$ cat src/rtl/blk_xlate_pkg.sv
// Shared widths, register field layouts and protection codes for the
// block address translation unit. Assumes a 32-bit effective address.
package blk_xlate_pkg;
    localparam int EA_W  = 32;
    localparam int IDX_W = 15;
    localparam int LEN_W = 11;
    localparam int OFS_W = EA_W - IDX_W;

    localparam logic [1:0] PROT_NONE = 2'b00;
    localparam logic [1:0] PROT_RO   = 2'b01;
    localparam logic [1:0] PROT_RW   = 2'b10;

    typedef struct packed {
        logic [IDX_W-1:0] epi;
        logic [LEN_W-1:0] len;
        logic             sv;
        logic             uv;
    } upper_t;

    typedef struct packed {
        logic [IDX_W-1:0] ppi;
        logic             w;
        logic             i;
        logic             m;
        logic             g;
        logic [1:0]       prot;
    } lower_t;

    function automatic upper_t unpack_upper(input logic [EA_W-1:0] d);
        upper_t u;
        u.epi = d[EA_W-1:OFS_W];
        u.len = d[LEN_W+1:2];
        u.sv  = d[1];
        u.uv  = d[0];
        return u;
    endfunction

    function automatic lower_t unpack_lower(input logic [EA_W-1:0] d);
        lower_t l;
        l.ppi  = d[EA_W-1:OFS_W];
        l.w    = d[6];
        l.i    = d[5];
        l.m    = d[4];
        l.g    = d[3];
        l.prot = d[1:0];
        return l;
    endfunction
endpackage

$ cat src/rtl/blk_xlate_entry.sv
// One translation entry: an upper/lower register pair plus its compare and
// physical index formation. Assumes the write enables are already decoded
// per entry. The compare is purely combinational on the lookup inputs.
module blk_xlate_entry
    import blk_xlate_pkg::*;
#(
    parameter bit INSTR_SIDE = 1'b0
) (
    input  logic             clk,
    input  logic             rst_n,
    input  logic             wr_hi_en,
    input  logic             wr_lo_en,
    input  logic [EA_W-1:0]  wr_data,
    input  logic [EA_W-1:0]  ea,
    input  logic             priv_super,
    output logic             match,
    output logic [IDX_W-1:0] pa_idx,
    output lower_t           lo
);
    upper_t           up_q;
    lower_t           lo_q;
    lower_t           lo_in;
    logic [IDX_W-1:0] keep;
    logic [IDX_W-1:0] ea_idx;

    // Form the lower word to store, clearing guarded on the instruction side.
    always_comb begin
        lo_in = unpack_lower(wr_data);
        if (INSTR_SIDE) lo_in.g = 1'b0;
    end

    // Register pair with synchronous reset and independent word writes.
    always_ff @(posedge clk) begin
        if (!rst_n) begin
            up_q <= '0;
            lo_q <= '0;
        end else begin
            if (wr_hi_en) up_q <= unpack_upper(wr_data);
            if (wr_lo_en) lo_q <= lo_in;
        end
    end

    // Masked block compare, mode gating and physical index pass-through.
    always_comb begin
        ea_idx = ea[EA_W-1:OFS_W];
        keep   = ~{{(IDX_W-LEN_W){1'b0}}, up_q.len};
        match  = (((ea_idx ^ up_q.epi) & keep) == '0) &&
                 (priv_super ? up_q.sv : up_q.uv);
        pa_idx = (lo_q.ppi & keep) | (ea_idx & ~keep);
    end

    assign lo = lo_q;


    upper_write_chk: assert property (@(posedge clk) disable iff (!rst_n)
        wr_hi_en |=> (up_q.epi == $past(wr_data[EA_W-1:OFS_W])));

    generate
        if (INSTR_SIDE) begin : g_instr

            guard_clear_chk: assert property (@(posedge clk) disable iff (!rst_n)
                wr_lo_en |=> !lo_q.g);
        end
    endgenerate
endmodule

$ cat src/rtl/blk_xlate_prio.sv
// Fixed-priority selector: the lowest-numbered asserted match wins.
// Assumes N_ENTRIES is at least 2.
module blk_xlate_prio #(
    parameter int N_ENTRIES = 4,
    localparam int SEL_W    = $clog2(N_ENTRIES)
) (
    input  logic                 clk,
    input  logic                 rst_n,
    input  logic [N_ENTRIES-1:0] match,
    output logic                 any,
    output logic [SEL_W-1:0]     sel,
    output logic [N_ENTRIES-1:0] grant
);
    // Scan from the top so that the lowest index is assigned last.
    always_comb begin
        sel   = '0;
        grant = '0;
        for (int k = N_ENTRIES - 1; k >= 0; k--) begin
            if (match[k]) begin
                sel   = SEL_W'(k);
                grant = N_ENTRIES'(1) << k;
            end
        end
        any = |match;
    end


    grant_onehot_chk: assert property (@(posedge clk) disable iff (!rst_n)
        $onehot0(grant) && (any == (grant != '0)));

    sel_matches_chk: assert property (@(posedge clk) disable iff (!rst_n)
        any |-> (match[sel] && ((match & ((N_ENTRIES'(1) << sel) - 1'b1)) == '0)));
endmodule

$ cat src/rtl/blk_xlate_unit.sv
// Block address translation unit: a bank of entries, a fixed-priority
// select, and the output mux with the protection check. Assumes lookups
// are combinational and that writes take effect after the clock edge.
module blk_xlate_unit
    import blk_xlate_pkg::*;
#(
    parameter int N_ENTRIES  = 4,
    parameter bit INSTR_SIDE = 1'b0,
    localparam int SEL_W     = $clog2(N_ENTRIES)
) (
    input  logic             clk,
    input  logic             rst_n,
    input  logic             wr_en,
    input  logic [SEL_W-1:0] wr_idx,
    input  logic             wr_upper,
    input  logic [EA_W-1:0]  wr_data,
    input  logic [EA_W-1:0]  ea,
    input  logic             priv_super,
    input  logic             acc_write,
    output logic             hit,
    output logic [SEL_W-1:0] hit_idx,
    output logic [EA_W-1:0]  pa,
    output logic             attr_w,
    output logic             attr_i,
    output logic             attr_m,
    output logic             attr_g,
    output logic             access_ok
);
    logic [N_ENTRIES-1:0] match;
    logic [N_ENTRIES-1:0] grant;
    logic [IDX_W-1:0]     pa_idx [N_ENTRIES];
    lower_t               lo     [N_ENTRIES];
    lower_t               sel_lo;
    logic                 any;
    logic [SEL_W-1:0]     sel;

    generate
        for (genvar e = 0; e < N_ENTRIES; e++) begin : g_ent
            blk_xlate_entry #(.INSTR_SIDE(INSTR_SIDE)) u_ent (
                .clk        (clk),
                .rst_n      (rst_n),
                .wr_hi_en   (wr_en && wr_upper && (wr_idx == SEL_W'(e))),
                .wr_lo_en   (wr_en && !wr_upper && (wr_idx == SEL_W'(e))),
                .wr_data    (wr_data),
                .ea         (ea),
                .priv_super (priv_super),
                .match      (match[e]),
                .pa_idx     (pa_idx[e]),
                .lo         (lo[e])
            );
        end
    endgenerate

    blk_xlate_prio #(.N_ENTRIES(N_ENTRIES)) u_prio (
        .clk   (clk),
        .rst_n (rst_n),
        .match (match),
        .any   (any),
        .sel   (sel),
        .grant (grant)
    );

    // Drive the winning entry's translation, attributes and permission.
    always_comb begin
        sel_lo    = any ? lo[sel] : '0;
        hit       = any;
        hit_idx   = sel;
        pa        = any ? {pa_idx[sel], ea[OFS_W-1:0]} : '0;
        attr_w    = sel_lo.w;
        attr_i    = sel_lo.i;
        attr_m    = sel_lo.m;
        attr_g    = sel_lo.g;
        unique case (sel_lo.prot)
            PROT_NONE: access_ok = 1'b0;
            PROT_RW:   access_ok = any;
            default:   access_ok = any && !acc_write;
        endcase
    end


    offset_pass_chk: assert property (@(posedge clk) disable iff (!rst_n)
        hit |-> (pa[OFS_W-1:0] == ea[OFS_W-1:0]));

    ok_needs_hit_chk: assert property (@(posedge clk) disable iff (!rst_n)
        access_ok |-> hit);

    write_needs_rw_chk: assert property (@(posedge clk) disable iff (!rst_n)
        (access_ok && acc_write) |-> (sel_lo.prot == PROT_RW));

    miss_quiet_chk: assert property (@(posedge clk) disable iff (!rst_n)
        !hit |-> !(attr_w || attr_i || attr_m || attr_g));
endmodule

$ cat config.mk
export PLATFORM = sky130hd
export DESIGN_NAME = blk_xlate_unit
export DESIGN_NICKNAME = d
export VERILOG_FILES = /design/src/rtl/blk_xlate_pkg.sv /design/src/rtl/blk_xlate_entry.sv /design/src/rtl/blk_xlate_prio.sv /design/src/rtl/blk_xlate_unit.sv
export SDC_FILE = /design/constraint.sdc
export NUM_CORES = 1
export LEC_CHECK = 0
export ABC_CLOCK_PERIOD_IN_PS = 5300
export BUFFER_PORTS_ARGS = -buffer_cell sky130_fd_sc_hd__buf_2
export CAP_MARGIN = 15
export CORE_ASPECT_RATIO = 0.9
export CORE_MARGIN = 5
export CORE_UTILIZATION = 25
export DETAILED_ROUTE_END_ITERATION = 7
export GPL_TIMING_DRIVEN = 0
export HOLD_SLACK_MARGIN = 0.02
export PLACE_DENSITY = 0.41
export SYNTH_ARGS = -nofsm -noshare
export SYNTH_HDL_FRONTEND = slang
export SYNTH_SLANG_ARGS = --single-unit
$ cat constraint.sdc
create_clock -name clk -period 5.3 [get_ports clk]
set_input_delay 0.795 -clock clk [delete_from_list [all_inputs] [get_ports clk]]
set_output_delay 0.795 -clock clk [all_outputs]
set_load 0.005 [all_outputs]
# After elaboration in Yosys (flattened, before gate mapping)
# Cells that the tools add are included.
dict set report totals {
  inputBits 72
  word_cells 115
  ff_bits 196
  out_inout_bits 40
}
dict set report op_classes {
  n_reduce_logical 24
  n_mux 17
  order_cmp 1
  n_bitwise 29
  eq_ne 4
}
# cell n
set ops {}
lappend ops {{15-bit AND} 12}
lappend ops {{15-bit zero test} 4}
lappend ops {{11-bit NOT with 15-bit output} 4}
lappend ops {{15-bit NOT} 4}
lappend ops {{15-bit bitwise OR} 4}
lappend ops {{15-bit bitwise XOR} 4}
lappend ops {{21-bit binary-select mux with 2-bit select} 1}
lappend ops {{32-bit 2-to-1 mux} 1}
lappend ops {{15-bit binary-select mux with 2-bit select} 1}
lappend ops {{15-bit 2-to-1 mux} 2}
lappend ops {{6-bit 2-to-1 mux} 3}
lappend ops {{1-bit logical AND} 15}
lappend ops {{2-bit 2-to-1 mux} 4}
lappend ops {{2-bit equality test, second input constant} 3}
lappend ops {{2-bit zero test} 2}
lappend ops {{1-bit 2-to-1 mux} 4}
lappend ops {{4-bit OR reduction} 1}
lappend ops {{3-bit >= comparator, second input constant} 1}
lappend ops {{2-bit NOT with 3-bit output} 1}
lappend ops {{2-bit by 1-bit equality test with 1-bit output, second input constant} 1}
lappend ops {{1-bit zero test} 2}
lappend ops {{1-bit one-hot mux with 2 select lines} 1}

# Depth between registers and ports, before layout
dict set report logic_depth {
  ltp_word 15
  mapped_depth 10
  depth_no_buf 7
}

# Modules after synthesis
# Synthesis repeated with hierarchy kept, for this count alone.
dict set report unflattened {
  cells_unflattened 883
  area_unflattened_um2 9689.3
}
# mod cells_per_inst area_per_inst_um2 seq_area_each_um2 n_inst
set by_module_without_submodules {}
lappend by_module_without_submodules {blk_xlate_entry 198 2200.9 980.9 4}
lappend by_module_without_submodules {blk_xlate_unit 80 824.5 0.0 1}
lappend by_module_without_submodules {blk_xlate_prio 11 61.3 0.0 1}

# Worst setup path after synthesis
# No wires, ideal clock.
dict set report synth_timing {
  path_kind {input-to-output}
  from {in ea[19]}
  to {out attr_g}
  path_slack_ns 1.971
  t_required_ns 4.505
  path_stages 10
  n_path_buf 3
  arrival_ns 2.534
  path_cell_list {buf_2 -> xnor2_1 -> o22ai_1 -> or4_4 -> nor2_2 -> o211a_1 -> buf_6 -> buf_12 -> mux2i_1 -> o22ai_1}
}
dict set report synth_between {
  elab_chain_cells 13
  elab_cells_between_ends 26
  cone_classes {mux: 8; bitwise: 9; reduce/logical: 9}
}
# item line
set synth_lines {}
lappend synth_lines {{start, declared} blk_xlate_unit.sv:17} ;# input logic [EA_W-1:0] ea,
lappend synth_lines {{15-bit bitwise XOR} blk_xlate_entry.sv:47} ;# match = (((ea_idx ^ up_q.epi) & keep) == '0) &&
lappend synth_lines {{15-bit AND} blk_xlate_entry.sv:47}
lappend synth_lines {{15-bit zero test} blk_xlate_entry.sv:47}
lappend synth_lines {{1-bit logical AND} blk_xlate_entry.sv:47}
lappend synth_lines {{2-bit 2-to-1 mux (4 in series)} blk_xlate_prio.sv:19} ;# if (match[k]) begin
lappend synth_lines {{2-bit NOT with 3-bit output (not written as such)} blk_xlate_unit.sv:65} ;# sel_lo = any ? lo[sel] : '0;
lappend synth_lines {{21-bit binary-select mux with 2-bit select} blk_xlate_unit.sv:65}
lappend synth_lines {{6-bit 2-to-1 mux (not written as such) (2 in series)} blk_xlate_unit.sv:65}
lappend synth_lines {{6-bit 2-to-1 mux (*)} blk_xlate_unit.sv:65}
lappend synth_lines {{end, declared} blk_xlate_unit.sv:26} ;# output logic attr_g,
# Mark *: on every way between the ends. The rest lies on a longest branch, timed or not. The select of a mux whose other input is x is not followed.

# Worst setup path after layout
dict set report layout_timing {
  from {in ea[24]}
  to {out pa[26]}
}
dict set report layout_between {
  elab_chain_cells 13
  elab_cells_between_ends 26
  cone_classes {mux: 8; bitwise: 9; reduce/logical: 9}
}
# item line
set layout_lines {}
lappend layout_lines {{15-bit bitwise XOR} blk_xlate_entry.sv:47}
lappend layout_lines {{15-bit AND} blk_xlate_entry.sv:47}
lappend layout_lines {{15-bit zero test} blk_xlate_entry.sv:47}
lappend layout_lines {{1-bit logical AND} blk_xlate_entry.sv:47}
lappend layout_lines {{2-bit 2-to-1 mux (4 in series)} blk_xlate_prio.sv:19}
lappend layout_lines {{2-bit NOT with 3-bit output (not written as such)} blk_xlate_unit.sv:68} ;# pa = any ? {pa_idx[sel], ea[OFS_W-1:0]} : '0;
lappend layout_lines {{15-bit binary-select mux with 2-bit select} blk_xlate_unit.sv:68}
lappend layout_lines {{15-bit 2-to-1 mux (not written as such) (2 in series)} blk_xlate_unit.sv:68}
lappend layout_lines {{32-bit 2-to-1 mux (*)} blk_xlate_unit.sv:68}
lappend layout_lines {{end, declared} blk_xlate_unit.sv:22} ;# output logic [EA_W-1:0] pa,
# Marked as above.

==> results.rst <==
.. list-table::
   :header-rows: 1

   * - Metric
     - Value
   * - Worst-Margin Slew
     - 1.19 ns
   * - # IOs
     - 112
   * - Final Skew
     - 0 ns
   * - Diodes inserted
     - 0
   * - Fraction of registers with async set or reset after synthesis
     - 0%
   * - Max Cap Viol
     - 0
   * - Post-synth EDFFs
     - 0
   * - Final total negative setup slack
     - 0 ns
   * - Cts-stage hold buffer count
     - 0
   * - Maximum clock insertion buffer count
     - 2
   * - Filler cells
     - 4,011
   * - Cell accounting for the most synthesized area
     - sky130_fd_sc_hd__dfxtp_1
   * - Cell with the most instances after synthesis
     - sky130_fd_sc_hd__nand2_1
   * - Largest fanout on the critical path
     - 10
   * - Final Wtd Congestion
     - 0.825
   * - Avg Inst Size Synth
     - 8.05 sq um
   * - Seq/Total Area, Yosys
     - 41.2%
   * - Count of different cell masters after synthesis
     - 33
   * - Max frequency
     - 207 MHz
   * - Reg2Reg Depth
     - 2
   * - Root Buffer Master
     - sky130_fd_sc_hd__clkbuf_16
   * - Critical Setup Path Class
     - primary input to primary output
   * - Total count of max-transition violations in the final report
     - 0
   * - Kind of start point of the critical path
     - primary input
   * - Fin crit period
     - 4.83 ns
   * - Adder-cell share of the synthesized area
     - 0%
   * - CTS tree
     - yes
   * - Die boundary height
     - 195 um
   * - Pin count of the biggest net entering global routing
     - 20
   * - Remaining max-slew budget at the tightest pin
     - 20.2%
   * - Critical path capture point type
     - primary output
   * - Syn. warnings
     - 0
   * - Horizontal extent of the die
     - 216 um
   * - P&R area growth vs syn
     - 16.9%
   * - Count of input and output buffers
     - 70
   * - Final cycle utilization of the critical path
     - 91.2%
   * - Placement Cell Area
     - 10,500 sq um
   * - Power density of the placed cells
     - 291 nW/um^2
   * - Static power due to leakage
     - 0.00386 uW
   * - Post-layout total power
     - 3240 uW
   * - Crit path DAT
     - 4.04 ns
   * - Sequential Area
     - 3920 sq um
   * - Total setup buffers inserted after CTS
     - 0
   * - Mux share of post-synthesis cell area
     - 5.51%
   * - Destination of the worst hold path
     - g_ent[2].u_ent.lo[8]$_SDFFE_PN0P_
   * - Slack of the worst reg-to-reg path
     - 4.52 ns
   * - Synth top area cells
     - sky130_fd_sc_hd__dfxtp_1, sky130_fd_sc_hd__nand2_1, sky130_fd_sc_hd__a21boi_0
   * - Remaining antenna violation count after routing
     - 0
   * - Hold wc startpoint
     - g_ent[2].u_ent.lo[8]$_SDFFE_PN0P_
   * - Startpoint of the worst register-to-register path
     - g_ent[1].u_ent.up_q[10]$_SDFFE_PN0P_
   * - Unrepaired setup endpoints after global routing
     - false
   * - Summed area of non-filler cells in the final layout
     - 11,100 sq um
   * - Fraction of synthesized cell area in xor and xnor cells
     - 5.68%
   * - Worst voltage drop across the vdd grid
     - 0.000199 V
   * - Vias in the first global route
     - 7,825
   * - Flop and latch count out of synthesis
     - 196
   * - Most instantiated flip-flop cell in the synthesis netlist
     - sky130_fd_sc_hd__dfxtp_1
   * - Clock Sink Count
     - 196
   * - Capturing point of the worst reg2reg path
     - g_ent[1].u_ent.up_q[10]$_SDFFE_PN0P_
   * - Required arrival time at the worst endpoint
     - 4.51 ns
   * - Number of buffers inserted during clock tree synthesis
     - 17
   * - Final-layout worst hold slack
     - 0.466 ns
   * - Hold violation total from the final report
     - 0
   * - Compound-cell area share of the yosys netlist
     - 20.5%
   * - Number of endpoints failing setup at the final stage
     - 0
   * - Nets
     - 1,346
   * - Initial Util
     - 25.4%
   * - Post-Synthesis Net Count
     - 1,255
   * - Via density per instance
     - 4.72
   * - Simple-gate area share of the yosys netlist
     - 21.4%
   * - Clock transition at path regs
     - 0.08 ns
   * - First-pass iteration count of the detailed router
     - 5
   * - Post-synthesis cell area
     - 9520 sq um
   * - Global-route wire length before repair
     - 56.0 mm
   * - Placement row count
     - 67
   * - Yosys top cell area share
     - 41.2%
   * - Overall Global Routing Usage
     - 18.1%
   * - Number of antenna violations at the first check in global routing
     - 1
   * - Worst-Skew Late Latency
     - 0.45 ns
   * - Proportion of layout cells with a drive suffix above 1
     - 12.4%
   * - Total Wirelength
     - 38.7 mm
   * - Cells on Worst Hold Path
     - 2
   * - Main combinational cell family by area after synthesis
     - simple AND/OR/NAND/NOR gates
   * - Outcome
     - finished clean
   * - Core area
     - 37,500 sq um
   * - Total DRC errors in the routed layout
     - 0
   * - Top post-synthesis cells by count
     - sky130_fd_sc_hd__nand2_1, sky130_fd_sc_hd__a21boi_0, sky130_fd_sc_hd__dfxtp_1, sky130_fd_sc_hd__clkbuf_1, sky130_fd_sc_hd__xnor2_1
   * - Post-CTS Resized
     - 0
   * - Detailed-route wire length per cell
     - 21.8 um
   * - Post-Syn Instances
     - 1,183
   * - DIE AREA
     - 42,100 sq um
   * - Worst hold-check path type
     - register to register
   * - Drt initial violations
     - 558
   * - Count of vias placed by the detailed router
     - 8,351
   * - Number of levels in the clock H-tree
     - 4
   * - Detailed placement HPWL
     - 28.3 mm
   * - Total gr overflow
     - 0
   * - Area taken by multi-input logic gates
     - 5060 sq um
## power breakdown
part / leakage, uW / internal (uW) / switching [uW]
clock network: 0.000314 / 752 / 683
registers: 0.00159 / 1500 / 23.1
logic: 0.00196 / 102 / 181
total: 0.00386 / 2360 / 887
## sequential cells by signal, summed over array words and instances, names as in the netlist
signal,count
g_ent.u_ent.lo,84
g_ent.u_ent.up_q,112
## final cells by class
cell class,instances,area share [%]
multi-input cells,887,45.5
flip-flops and latches,196,35.3
well taps,483,5.43
plain buffers,99,4.81
clock buffers,19,4.07
repair buffers,72,3.28
clock inverters,13,1.65
inverters,1,0.0337
## worst max-delay path by stage
stage,cells past startpoint,start,slack [ns],to
finish,9,ea[24],0.47,pa[26]
global route,9,ea[24],0.26,pa[24]
CTS,9,ea[24],0.44,pa[26]
detailed placement,9,ea[24],0.44,pa[26]
global placement,8,ea[18],0.05,pa[28]
floorplan,10,ea[19],1.97,attr_g
## stage by stage
stage	instances	utilization, %	setup WS [ns]
2_1_floorplan	1183	-	1.97
3_3_place_gp	1736	28.0	0.0491
3_5_place_dp	1738	28.0	0.440
4_1_cts	1770	29.7	0.438
5_1_grt	1770	29.7	0.259
6_report	1770	29.7	0.466
## routing by layer
metal	wire (um)	vias up	global-route usage (%)
li1	-	4102	-
met1	19000	3983	26.1
met2	17300	240	28.5
met3	1840	26	3.00
met4	519	0	3.56
met5	0	-	0
## logic make-up after synthesis
group | Yosys count
compound gates | 271
xor+xnor | 60
buf+inv | 100
flops | 196
mux | 51
simple gates | 505
## cells in the final DEF (no fill, tap or decap), types with 5 or more instances in the layout
| master | count |
|---|---|
| sky130_fd_sc_hd__o2111ai_1 | 13 |
| sky130_fd_sc_hd__clkbuf_16 | 17 |
| sky130_fd_sc_hd__o22ai_1 | 28 |
| sky130_fd_sc_hd__dfxtp_1 | 196 |
| sky130_fd_sc_hd__xnor2_1 | 50 |
| sky130_fd_sc_hd__a21boi_0 | 196 |
| sky130_fd_sc_hd__nand3_1 | 7 |
| sky130_fd_sc_hd__buf_2 | 77 |
| sky130_fd_sc_hd__nor4_1 | 5 |
| sky130_fd_sc_hd__mux2i_1 | 40 |
| sky130_fd_sc_hd__nand2_1 | 423 |
| sky130_fd_sc_hd__o21ai_0 | 26 |
| sky130_fd_sc_hd__inv_8 | 5 |
| sky130_fd_sc_hd__or3_1 | 13 |
| sky130_fd_sc_hd__mux2_2 | 11 |
| sky130_fd_sc_hd__nor2_1 | 22 |
| sky130_fd_sc_hd__and2_1 | 18 |
| sky130_fd_sc_hd__xor2_1 | 8 |
| sky130_fd_sc_hd__buf_4 | 25 |
| sky130_fd_sc_hd__clkbuf_1 | 61 |
| sky130_fd_sc_hd__nand2b_1 | 5 |
| sky130_fd_sc_hd__buf_6 | 7 |
## critical path, stage by stage
cell	delay [ns]
sky130_fd_sc_hd__buf_2	0.18
sky130_fd_sc_hd__xnor2_1	0.37
sky130_fd_sc_hd__o22ai_1	0.13
sky130_fd_sc_hd__nor4_1	0.73
sky130_fd_sc_hd__nand3_1	0.61
sky130_fd_sc_hd__clkbuf_1	0.49
sky130_fd_sc_hd__o21ai_0	0.47
sky130_fd_sc_hd__nand2_1	0.10
sky130_fd_sc_hd__buf_2	0.14
(Power assumes the default switching activity.)
